--- src/rtl/csr_pkg.sv ---
package csr_pkg;
  localparam int unsigned N_EVT = 7;
  localparam int unsigned WORD_W = 16;
  localparam logic [WORD_W-1:0] EVT_MASK = 16'hFD00;

  typedef enum logic [3:0] {
    CU_NOP = 4'd0, CU_START = 4'd1, CU_RESUME = 4'd2, CU_STATS_ADDR = 4'd4,
    CU_STATS_DUMP = 4'd5, CU_BASE = 4'd6, CU_DUMP_RST = 4'd7
  } cu_op_e;

  typedef enum logic [2:0] {
    RU_NOP = 3'd0, RU_START = 3'd1, RU_RESUME = 3'd2, RU_ABORT = 3'd4,
    RU_BASE = 3'd6, RU_RESUME_NR = 3'd7
  } ru_op_e;

  // internal event index -> status bit position (index 0 is the pause event)
  function automatic int unsigned evt_pos(int unsigned idx);
    return (idx == 0) ? 8 : idx + 9;
  endfunction
endpackage

--- src/rtl/evt_latch.sv ---
module evt_latch #(
  parameter int unsigned N = 7
) (
  input  logic         clk_i,
  input  logic         rst_ni,
  input  logic [N-1:0] set_i,
  input  logic [N-1:0] ack_i,
  output logic [N-1:0] q_o
);
  for (genvar i = 0; i < N; i++) begin : g_bit
    always_ff @(posedge clk_i or negedge rst_ni) begin
      if (!rst_ni)       q_o[i] <= 1'b0;
      else if (set_i[i]) q_o[i] <= 1'b1;  // new event beats acknowledge
      else if (ack_i[i]) q_o[i] <= 1'b0;
    end
  end
endmodule

--- src/rtl/cmd_field.sv ---
module cmd_field #(
  parameter int unsigned CU_W = 4,
  parameter int unsigned RU_W = 3,
  parameter logic [RU_W-1:0] RU_HOLD = 3'd6
) (
  input  logic            clk_i,
  input  logic            rst_ni,
  input  logic            we_i,
  input  logic            mask_i,
  input  logic [CU_W-1:0] cu_i,
  input  logic [RU_W-1:0] ru_i,
  output logic            mask_o,
  output logic            fresh_o,
  output logic [CU_W-1:0] cu_o,
  output logic [RU_W-1:0] ru_o
);
  always_ff @(posedge clk_i or negedge rst_ni) begin
    if (!rst_ni) begin
      mask_o  <= 1'b0;
      fresh_o <= 1'b0;
      cu_o    <= '0;
      ru_o    <= '0;
    end else begin
      fresh_o <= we_i;
      if (we_i) begin
        mask_o <= mask_i;
        cu_o   <= cu_i;
        ru_o   <= ru_i;
      end else if (fresh_o) begin
        cu_o <= '0;
        if (ru_o != RU_HOLD) ru_o <= '0;
      end
    end
  end
endmodule

--- src/rtl/ctl_csr.sv ---
module ctl_csr
  import csr_pkg::*;
(
  input  logic        clk_i,
  input  logic        rst_ni,
  input  logic        stat_we_i,
  input  logic [15:0] stat_wdata_i,
  input  logic        cmd_we_i,
  input  logic [15:0] cmd_wdata_i,
  input  logic        ev_cmd_done_i,
  input  logic        ev_frame_rx_i,
  input  logic        ev_cu_idle_i,
  input  logic        ev_ru_stall_i,
  input  logic        ev_mgmt_done_i,
  input  logic        ev_fc_pause_i,
  input  logic [1:0]  cu_state_i,
  input  logic [3:0]  ru_state_i,
  output logic [15:0] stat_o,
  output logic [15:0] cmd_o,
  output logic        cu_start_o,
  output logic        cu_resume_o,
  output logic        cu_stats_addr_o,
  output logic        cu_stats_dump_o,
  output logic        cu_base_load_o,
  output logic        cu_dump_reset_o,
  output logic        ru_start_o,
  output logic        ru_resume_o,
  output logic        ru_abort_o,
  output logic        ru_base_load_o,
  output logic        ru_resume_nr_o,
  output logic        irq_o
);
  logic [N_EVT-1:0] ev_set, ev_ack, ev_q;
  logic             si_req, mask_q, fresh_q;
  logic [3:0]       cu_q;
  logic [2:0]       ru_q;

  assign si_req = cmd_we_i & cmd_wdata_i[9];
  assign ev_set = {ev_cmd_done_i, ev_frame_rx_i, ev_cu_idle_i, ev_ru_stall_i,
                   ev_mgmt_done_i, si_req, ev_fc_pause_i};

  for (genvar i = 0; i < N_EVT; i++) begin : g_ack
    assign ev_ack[i] = stat_we_i & stat_wdata_i[evt_pos(i)];
  end

  evt_latch #(.N(N_EVT)) u_evt (
    .clk_i (clk_i),
    .rst_ni(rst_ni),
    .set_i (ev_set),
    .ack_i (ev_ack),
    .q_o   (ev_q)
  );

  cmd_field #(.CU_W(4), .RU_W(3), .RU_HOLD(RU_BASE)) u_cmd (
    .clk_i  (clk_i),
    .rst_ni (rst_ni),
    .we_i   (cmd_we_i),
    .mask_i (cmd_wdata_i[8]),
    .cu_i   (cmd_wdata_i[7:4]),
    .ru_i   (cmd_wdata_i[2:0]),
    .mask_o (mask_q),
    .fresh_o(fresh_q),
    .cu_o   (cu_q),
    .ru_o   (ru_q)
  );

  always_comb begin
    stat_o = {8'h00, cu_state_i, ru_state_i, 2'b00};
    for (int unsigned i = 0; i < N_EVT; i++) stat_o[evt_pos(i)] = ev_q[i];
  end

  assign cmd_o = {7'b0, mask_q, cu_q, 1'b0, ru_q};

  // strobes only in the cycle right after a command write
  assign cu_start_o      = fresh_q && (cu_q == CU_START);
  assign cu_resume_o     = fresh_q && (cu_q == CU_RESUME);
  assign cu_stats_addr_o = fresh_q && (cu_q == CU_STATS_ADDR);
  assign cu_stats_dump_o = fresh_q && (cu_q == CU_STATS_DUMP);
  assign cu_base_load_o  = fresh_q && (cu_q == CU_BASE);
  assign cu_dump_reset_o = fresh_q && (cu_q == CU_DUMP_RST);
  assign ru_start_o      = fresh_q && (ru_q == RU_START);
  assign ru_resume_o     = fresh_q && (ru_q == RU_RESUME);
  assign ru_abort_o      = fresh_q && (ru_q == RU_ABORT);
  assign ru_base_load_o  = fresh_q && (ru_q == RU_BASE);
  assign ru_resume_nr_o  = fresh_q && (ru_q == RU_RESUME_NR);

  assign irq_o = (|ev_q) & ~mask_q;
endmodule

--- config.mk ---
export PLATFORM = sky130hd
export DESIGN_NAME = ctl_csr
export DESIGN_NICKNAME = d
export VERILOG_FILES = /design/src/rtl/csr_pkg.sv /design/src/rtl/evt_latch.sv /design/src/rtl/cmd_field.sv /design/src/rtl/ctl_csr.sv
export SDC_FILE = /design/constraint.sdc
export NUM_CORES = 1
export LEC_CHECK = 0
export BUFFER_PORTS_ARGS = -buffer_cell sky130_fd_sc_hd__buf_2
export CAP_MARGIN = 20
export CORE_ASPECT_RATIO = 0.6
export CORE_MARGIN = 2
export CORE_UTILIZATION = 35
export CTS_CLUSTER_DIAMETER = 120
export DETAILED_ROUTE_END_ITERATION = 6
export GPL_TIMING_DRIVEN = 0
export PLACE_DENSITY = 0.81
export SLEW_MARGIN = 5
export SYNTH_ARGS = -nofsm -noshare
export SYNTH_HDL_FRONTEND = slang
export SYNTH_SLANG_ARGS = --single-unit
--- constraint.sdc ---
create_clock -name clk_i -period 2.4 [get_ports clk_i]
set_input_delay 0.48 -clock clk_i [delete_from_list [all_inputs] [get_ports clk_i]]
set_output_delay 0.48 -clock clk_i [all_outputs]
set_load 0.05 [all_outputs]
==> impl_metrics.toml, run 1 <==
[finish]
drive_gt1_share_pct = 56.6
nNetsFinal = 208
diodes = 0
n_fill_cell = 194
final_util_pct = 58.0
final_area_sq_um = 1300
area_delta_synth_final_pct = 51.8

[clock_network]
hold_buffers = 0
h-tree-depth = 1
post_cts_buffers = 0
clk_pin_slew_ns = 0.06
cts_resized = 0
clkLatencyLatePin_ns = 0.24
cts_buffers = 3
clock_sinks = 16
cts.path.max_buffers = 2
cts_tree = "done"
cts_root_buffer = "clkbuf_8"

[detailed_routing]
drt-pass1-iter-count = 4
drc = 0
via_count = 831
antenna_left = 0
wl_mm = 2.19
drt-initial-drc-count = 28
routed_via_density = 4.40
wl_per_cell_um = 11.6

[timing]
skew_ns = 0.00164
fin_crit_sh_pct = 79.2
hold_violations = 0
max_freq_ghz = 0.526
rsz0062_at_grt = "false"
fin_crit_ns = 1.90
timing.final.ws_setup_ns = 0.499
setup_violations = 0
maxSlewViolCount = 0
whs_ns = 0.140

[worst_setup_path]
cpPeakStageDelay_ns = 0.42
crit_buf_inv = 1
critPathRequiredTime_ns = 1.92
crit_arrival_ns = 1.42
r2r_cells = 3
worst_setup_path_start_kind = "flop"
crit_type = "reg -> out"
cp.depth = 3
crit_path_max_fanout = 5
crit_path_end_kind = "output pin"
path_cells = "nand2b_1 > nor4b_2 > buf_2"
cp_slowest_cell = "dfrtp_1"
critical-path-top-delay-family = "simple AND/OR/NAND/NOR gates"

[synthesis]
synth_ff_type = "dfrtp_1"
syn_inst = 87
synth.cell_area_sq_um = 857
synth_seq_cells = 16
synth-edff-count = 0
yosys-top-cells-area = "dfrtp_1, buf_4, a22o_1"
async_reset_ff_share_pct = 100
synth_area_per_cell_sq_um = 9.85
synth_cell_types = 22
yosysTopAreaCellShare_pct = 46.7
yosys_warnings = 0
netlist.top_cell.by_area = "dfrtp_1"
synth_common_cells = "buf_4, dfrtp_1, nand2_1"
yosysSeqAreaShare_pct = 46.7
yosys.cell_count.top_type = "buf_4"

[die]
die_area_sq_um = 2870
core.rowCount = 13
die_h_um = 42.3
ios = 92
die-width_um = 67.9
start_util_pct = 38.2
core-area_sq_um = 2240

[grt]
grt_pass1_vias = 736
grt_max_degree = 17
grt_antenna_before_repair = 0
grt_pass1_wl_mm = 3.25
grt_usage_pct = 14.9
grt_remaining_overflow = 0

[pwr]
power.density_nw_per_um2 = 634
p_leak_uw = 0.000711
ir_worst_vdd_v = 0.000378

[place]
io_buffers = 58
place_area_sq_um = 1250
place_congestion = 0.743
pre_cts_ws_ns = 0.767
dp_hpwl_mm = 1.86

[run_status]
status = "complete, no violations"

[run]
drv_cap = 0

[worst_hold_path]
hold_class = "in -> async"
cells in the final DEF (no fill, tap or decap), types with 2 or more instances in the layout:
| master | instances |
|---|---|
| inv_1 | 2 |
| a22o_1 | 6 |
| nand2_1 | 11 |
| a21oi_1 | 2 |
| a21o_1 | 6 |
| o21ai_0 | 2 |
| nand2b_1 | 2 |
| mux2_2 | 2 |
| nor2_1 | 3 |
| conb_1 | 11 |
| nor3_1 | 5 |
| clkbuf_8 | 4 |
| dfrtp_1 | 16 |
| buf_2 | 59 |
| buf_4 | 19 |
metal layers:
layer	global-route usage (%)	vias to the layer above	routed length, um
met2	25.3	44	1070
met1	18.9	367	916
met4	1.20	0	0
met3	5.11	0	203
li1	-	420	-
met5	0	-	0
cells by family (layout without fill, tap and decap cells):
group / count (synthesis) / in the layout / synth area share, %
buffers and inverters: 22 / 84 / 18.1
DFF: 16 / 16 / 46.7
other: 1 / 11 / 0.438
AOI/OAI and AO/OA: 16 / 16 / 13.7
muxes: 2 / 2 / 2.63
and+or+nand+nor: 30 / 30 / 18.4
registers in the layout, indices dropped and copies added, names as in the netlist:
name           cells
u_evt.q_o          7
u_cmd.mask_o       1
u_cmd.cu_o         4
u_cmd.fresh_o      1
u_cmd.ru_o         3
layout make-up:
cell class	count	area [sq um]	area share [%]
Multi-Input combinational cell	59	363	27.9
Buffer	20	148	11.3
Tap cell	30	37.5	2.88
Sequential cell	16	400	30.8
Clock buffer	4	55.1	4.23
Timing Repair Buffer	58	290	22.3
Inverter	2	7.51	0.577
final timing paths:
| check | start | to | slack, ns |
|---|---|---|---|
| min in group clk_i | cmd_we_i | u_cmd.fresh_o | 0.38 |
| max in group asynchronous | rst_ni | u_cmd.fresh_o | 2.00 |
| hold / removal | rst_ni | u_cmd.ru_o[2] | 0.14 |
| setup / recovery | u_cmd.cu_o[3] | cu_stats_addr_o | 0.50 |
| setup reg to reg | u_cmd.ru_o[0] | u_cmd.ru_o[2] | 1.32 |
| hold reg to reg | u_evt.q_o[4] | u_evt.q_o[4] | 0.51 |
through the flow:
step	std cells	TNS, ns	total power, uW
4_1_cts	189	0	835
6_report	189	0	825
2_1_floorplan	97	-0.161	533
5_1_grt	189	0	869
3_3_place_gp	185	0	597
3_5_place_dp	185	0	603
where the power goes:
group / switching, uW / internal, uW / leakage, uW
Sequential: 24.4 / 290 / 0.000183
Clock: 81.9 / 145 / 0.0000288
Combinational: 201 / 82.2 / 0.000499
(Power assumes the default switching activity.)
==> inputs of run 2 (changes only) <==
--- a/config.mk
+++ b/config.mk
@@ -9,11 +9,11 @@
 export CAP_MARGIN = 20
 export CORE_ASPECT_RATIO = 0.6
 export CORE_MARGIN = 2
-export CORE_UTILIZATION = 35
+export CORE_UTILIZATION = 34
 export CTS_CLUSTER_DIAMETER = 120
 export DETAILED_ROUTE_END_ITERATION = 6
 export GPL_TIMING_DRIVEN = 0
-export PLACE_DENSITY = 0.81
+export PLACE_DENSITY = 0.79
 export SLEW_MARGIN = 5
 export SYNTH_ARGS = -nofsm -noshare
 export SYNTH_HDL_FRONTEND = slang
==> constraint.sdc (replaced) <==
create_clock -name clk_i -period 1.8 [get_ports clk_i]
set_input_delay 0.36 -clock clk_i [delete_from_list [all_inputs] [get_ports clk_i]]
set_output_delay 0.36 -clock clk_i [all_outputs]
set_load 0.05 [all_outputs]
==> impl_metrics.toml, run 2 (same netlist as run 1, synthesis figures left out) <==
[worst_hold_path]
hold_class = "in -> async"

[grt]
grt_max_degree = 17
grt_antenna_before_repair = 0
grt_remaining_overflow = 0
grt_usage_pct = 15.4
grt_pass1_wl_mm = 3.40
grt_pass1_vias = 788

[die]
ios = 92
die_area_sq_um = 2950
die_h_um = 42.9
die-width_um = 68.8
start_util_pct = 34.9
core.rowCount = 14
core-area_sq_um = 2450

[worst_setup_path]
critPathRequiredTime_ns = 1.44
reg2reg_slack_ns = 0.69
crit_type = "reg -> out"
crit_arrival_ns = 1.37
r2r_end = "u_cmd.ru_o[2]"
path_cells = "nand2b_2 > nor3b_4 > clkbuf_4"
crit_path_end_kind = "output pin"
worst_setup_path_start_kind = "flop"
crit_path_max_fanout = 7
rr_startpoint = "u_cmd.ru_o[0]"
r2r_cells = 3
cp_slowest_cell = "dfrtp_1"
cp-startpoint = "u_cmd.ru_o[0]"
cpPeakStageDelay_ns = 0.44

[detailed_routing]
antenna_left = 0
routed_via_density = 4.43
drt-pass1-iter-count = 4
via_count = 847
drc = 0
drt-initial-drc-count = 11
wl_per_cell_um = 11.4
wl_mm = 2.17

[clock_network]
cts_root_buffer = "clkbuf_8"
post_cts_buffers = 0
h-tree-depth = 1
clock_sinks = 16
clk_pin_slew_ns = 0.06
cts.path.max_buffers = 2
cts_buffers = 3
clkLatencyLatePin_ns = 0.24
cts_tree = "done"

[finish]
nNetsFinal = 208
n_fill_cell = 231
drive_gt1_share_pct = 63.5
top_regs = "u_evt.q_o (7), u_cmd.cu_o (4), u_cmd.ru_o (3)"
final_cell_mix = "buf_2, buf_4, dfrtp_1"
largest_register_ffs = 7
regMostFlops = "u_evt.q_o"
diodes = 0
final_common_cell = "buf_2"
area_delta_synth_final_pct = 64.7

[timing]
hold_violations = 0
max_freq_ghz = 0.579
whs_ns = 0.0178
fin_crit_sh_pct = 96.0
maxSlewViolCount = 0
skew_ns = 0.00262
setup_violations = 0
fin_crit_ns = 1.73
rsz0062_at_grt = "false"
tns_ns = 0

[pwr]
p_leak_uw = 0.000736
power.density_nw_per_um2 = 800
ir_worst_vdd_v = 0.000554

[run_status]
status = "complete, no violations"

[place]
place_congestion = 0.669
io_buffers = 58
dp_hpwl_mm = 1.80

[run]
drv_cap = 0
[run 2: metal layers]
layer / track usage [%] / share of wire [%]
met2: 26.3 / 49
met4: 2.35 / 0
met5: 0 / 0
met3: 5.04 / 7.7
met1: 19.4 / 43
[run 2: timing repair]
item                                    CTS  global route
gates resized for setup                   4             7
gates cloned                              0             0
endpoints found under the setup margin    3             5
hold buffers                              0             0
[run 2: per-stage QoR]
stage	util (%)	power (uW)	area [sq um]	cells	worst slack (ns)
global placement	54.0	818	1320	187	0.184
global route	57.6	1190	1410	191	0.0105
finish	57.6	1130	1410	191	0.0726
detailed placement	54.0	826	1320	187	0.162
floorplan	-	732	993	97	-0.185
CTS	56.6	1140	1390	191	0.00255
[run 2: worst max path at each step]
stage | end | slack (ns) | cells past startpoint
after global routing | ru_resume_o | 0.01 | 3
after detailed placement | cu_stats_addr_o | 0.16 | 3
final | ru_resume_o | 0.07 | 3
after floorplan | ru_resume_nr_o | -0.18 | 2
after global placement | cu_stats_addr_o | 0.18 | 3
after CTS | cu_stats_addr_o | 0.003 | 3
[run 2: layout make-up]
type / count / area, sq um / area share, %
Sequential cell: 16 / 404 / 28.6
Tap cell: 32 / 40.0 / 2.84
Timing Repair Buffer: 58 / 309 / 21.9
Clock buffer: 4 / 55.1 / 3.90
Multi-Input combinational cell: 59 / 448 / 31.7
Inverter: 2 / 7.51 / 0.532
Buffer: 20 / 148 / 10.5
[run 2: power breakdown]
part / switching (uW) / internal, uW
sequential: 41.3 / 388
clock: 111 / 193
combinational: 276 / 120
total: 428 / 701
[run 2: worst max-delay path, delay by kind of cell (launching register included)]
| family | cells | cell delay (ns) |
|---|---|---|
| buf+inv | 1 | 0.25 |
| flops | 1 | 0.44 |
| simple gates | 2 | 0.44 |
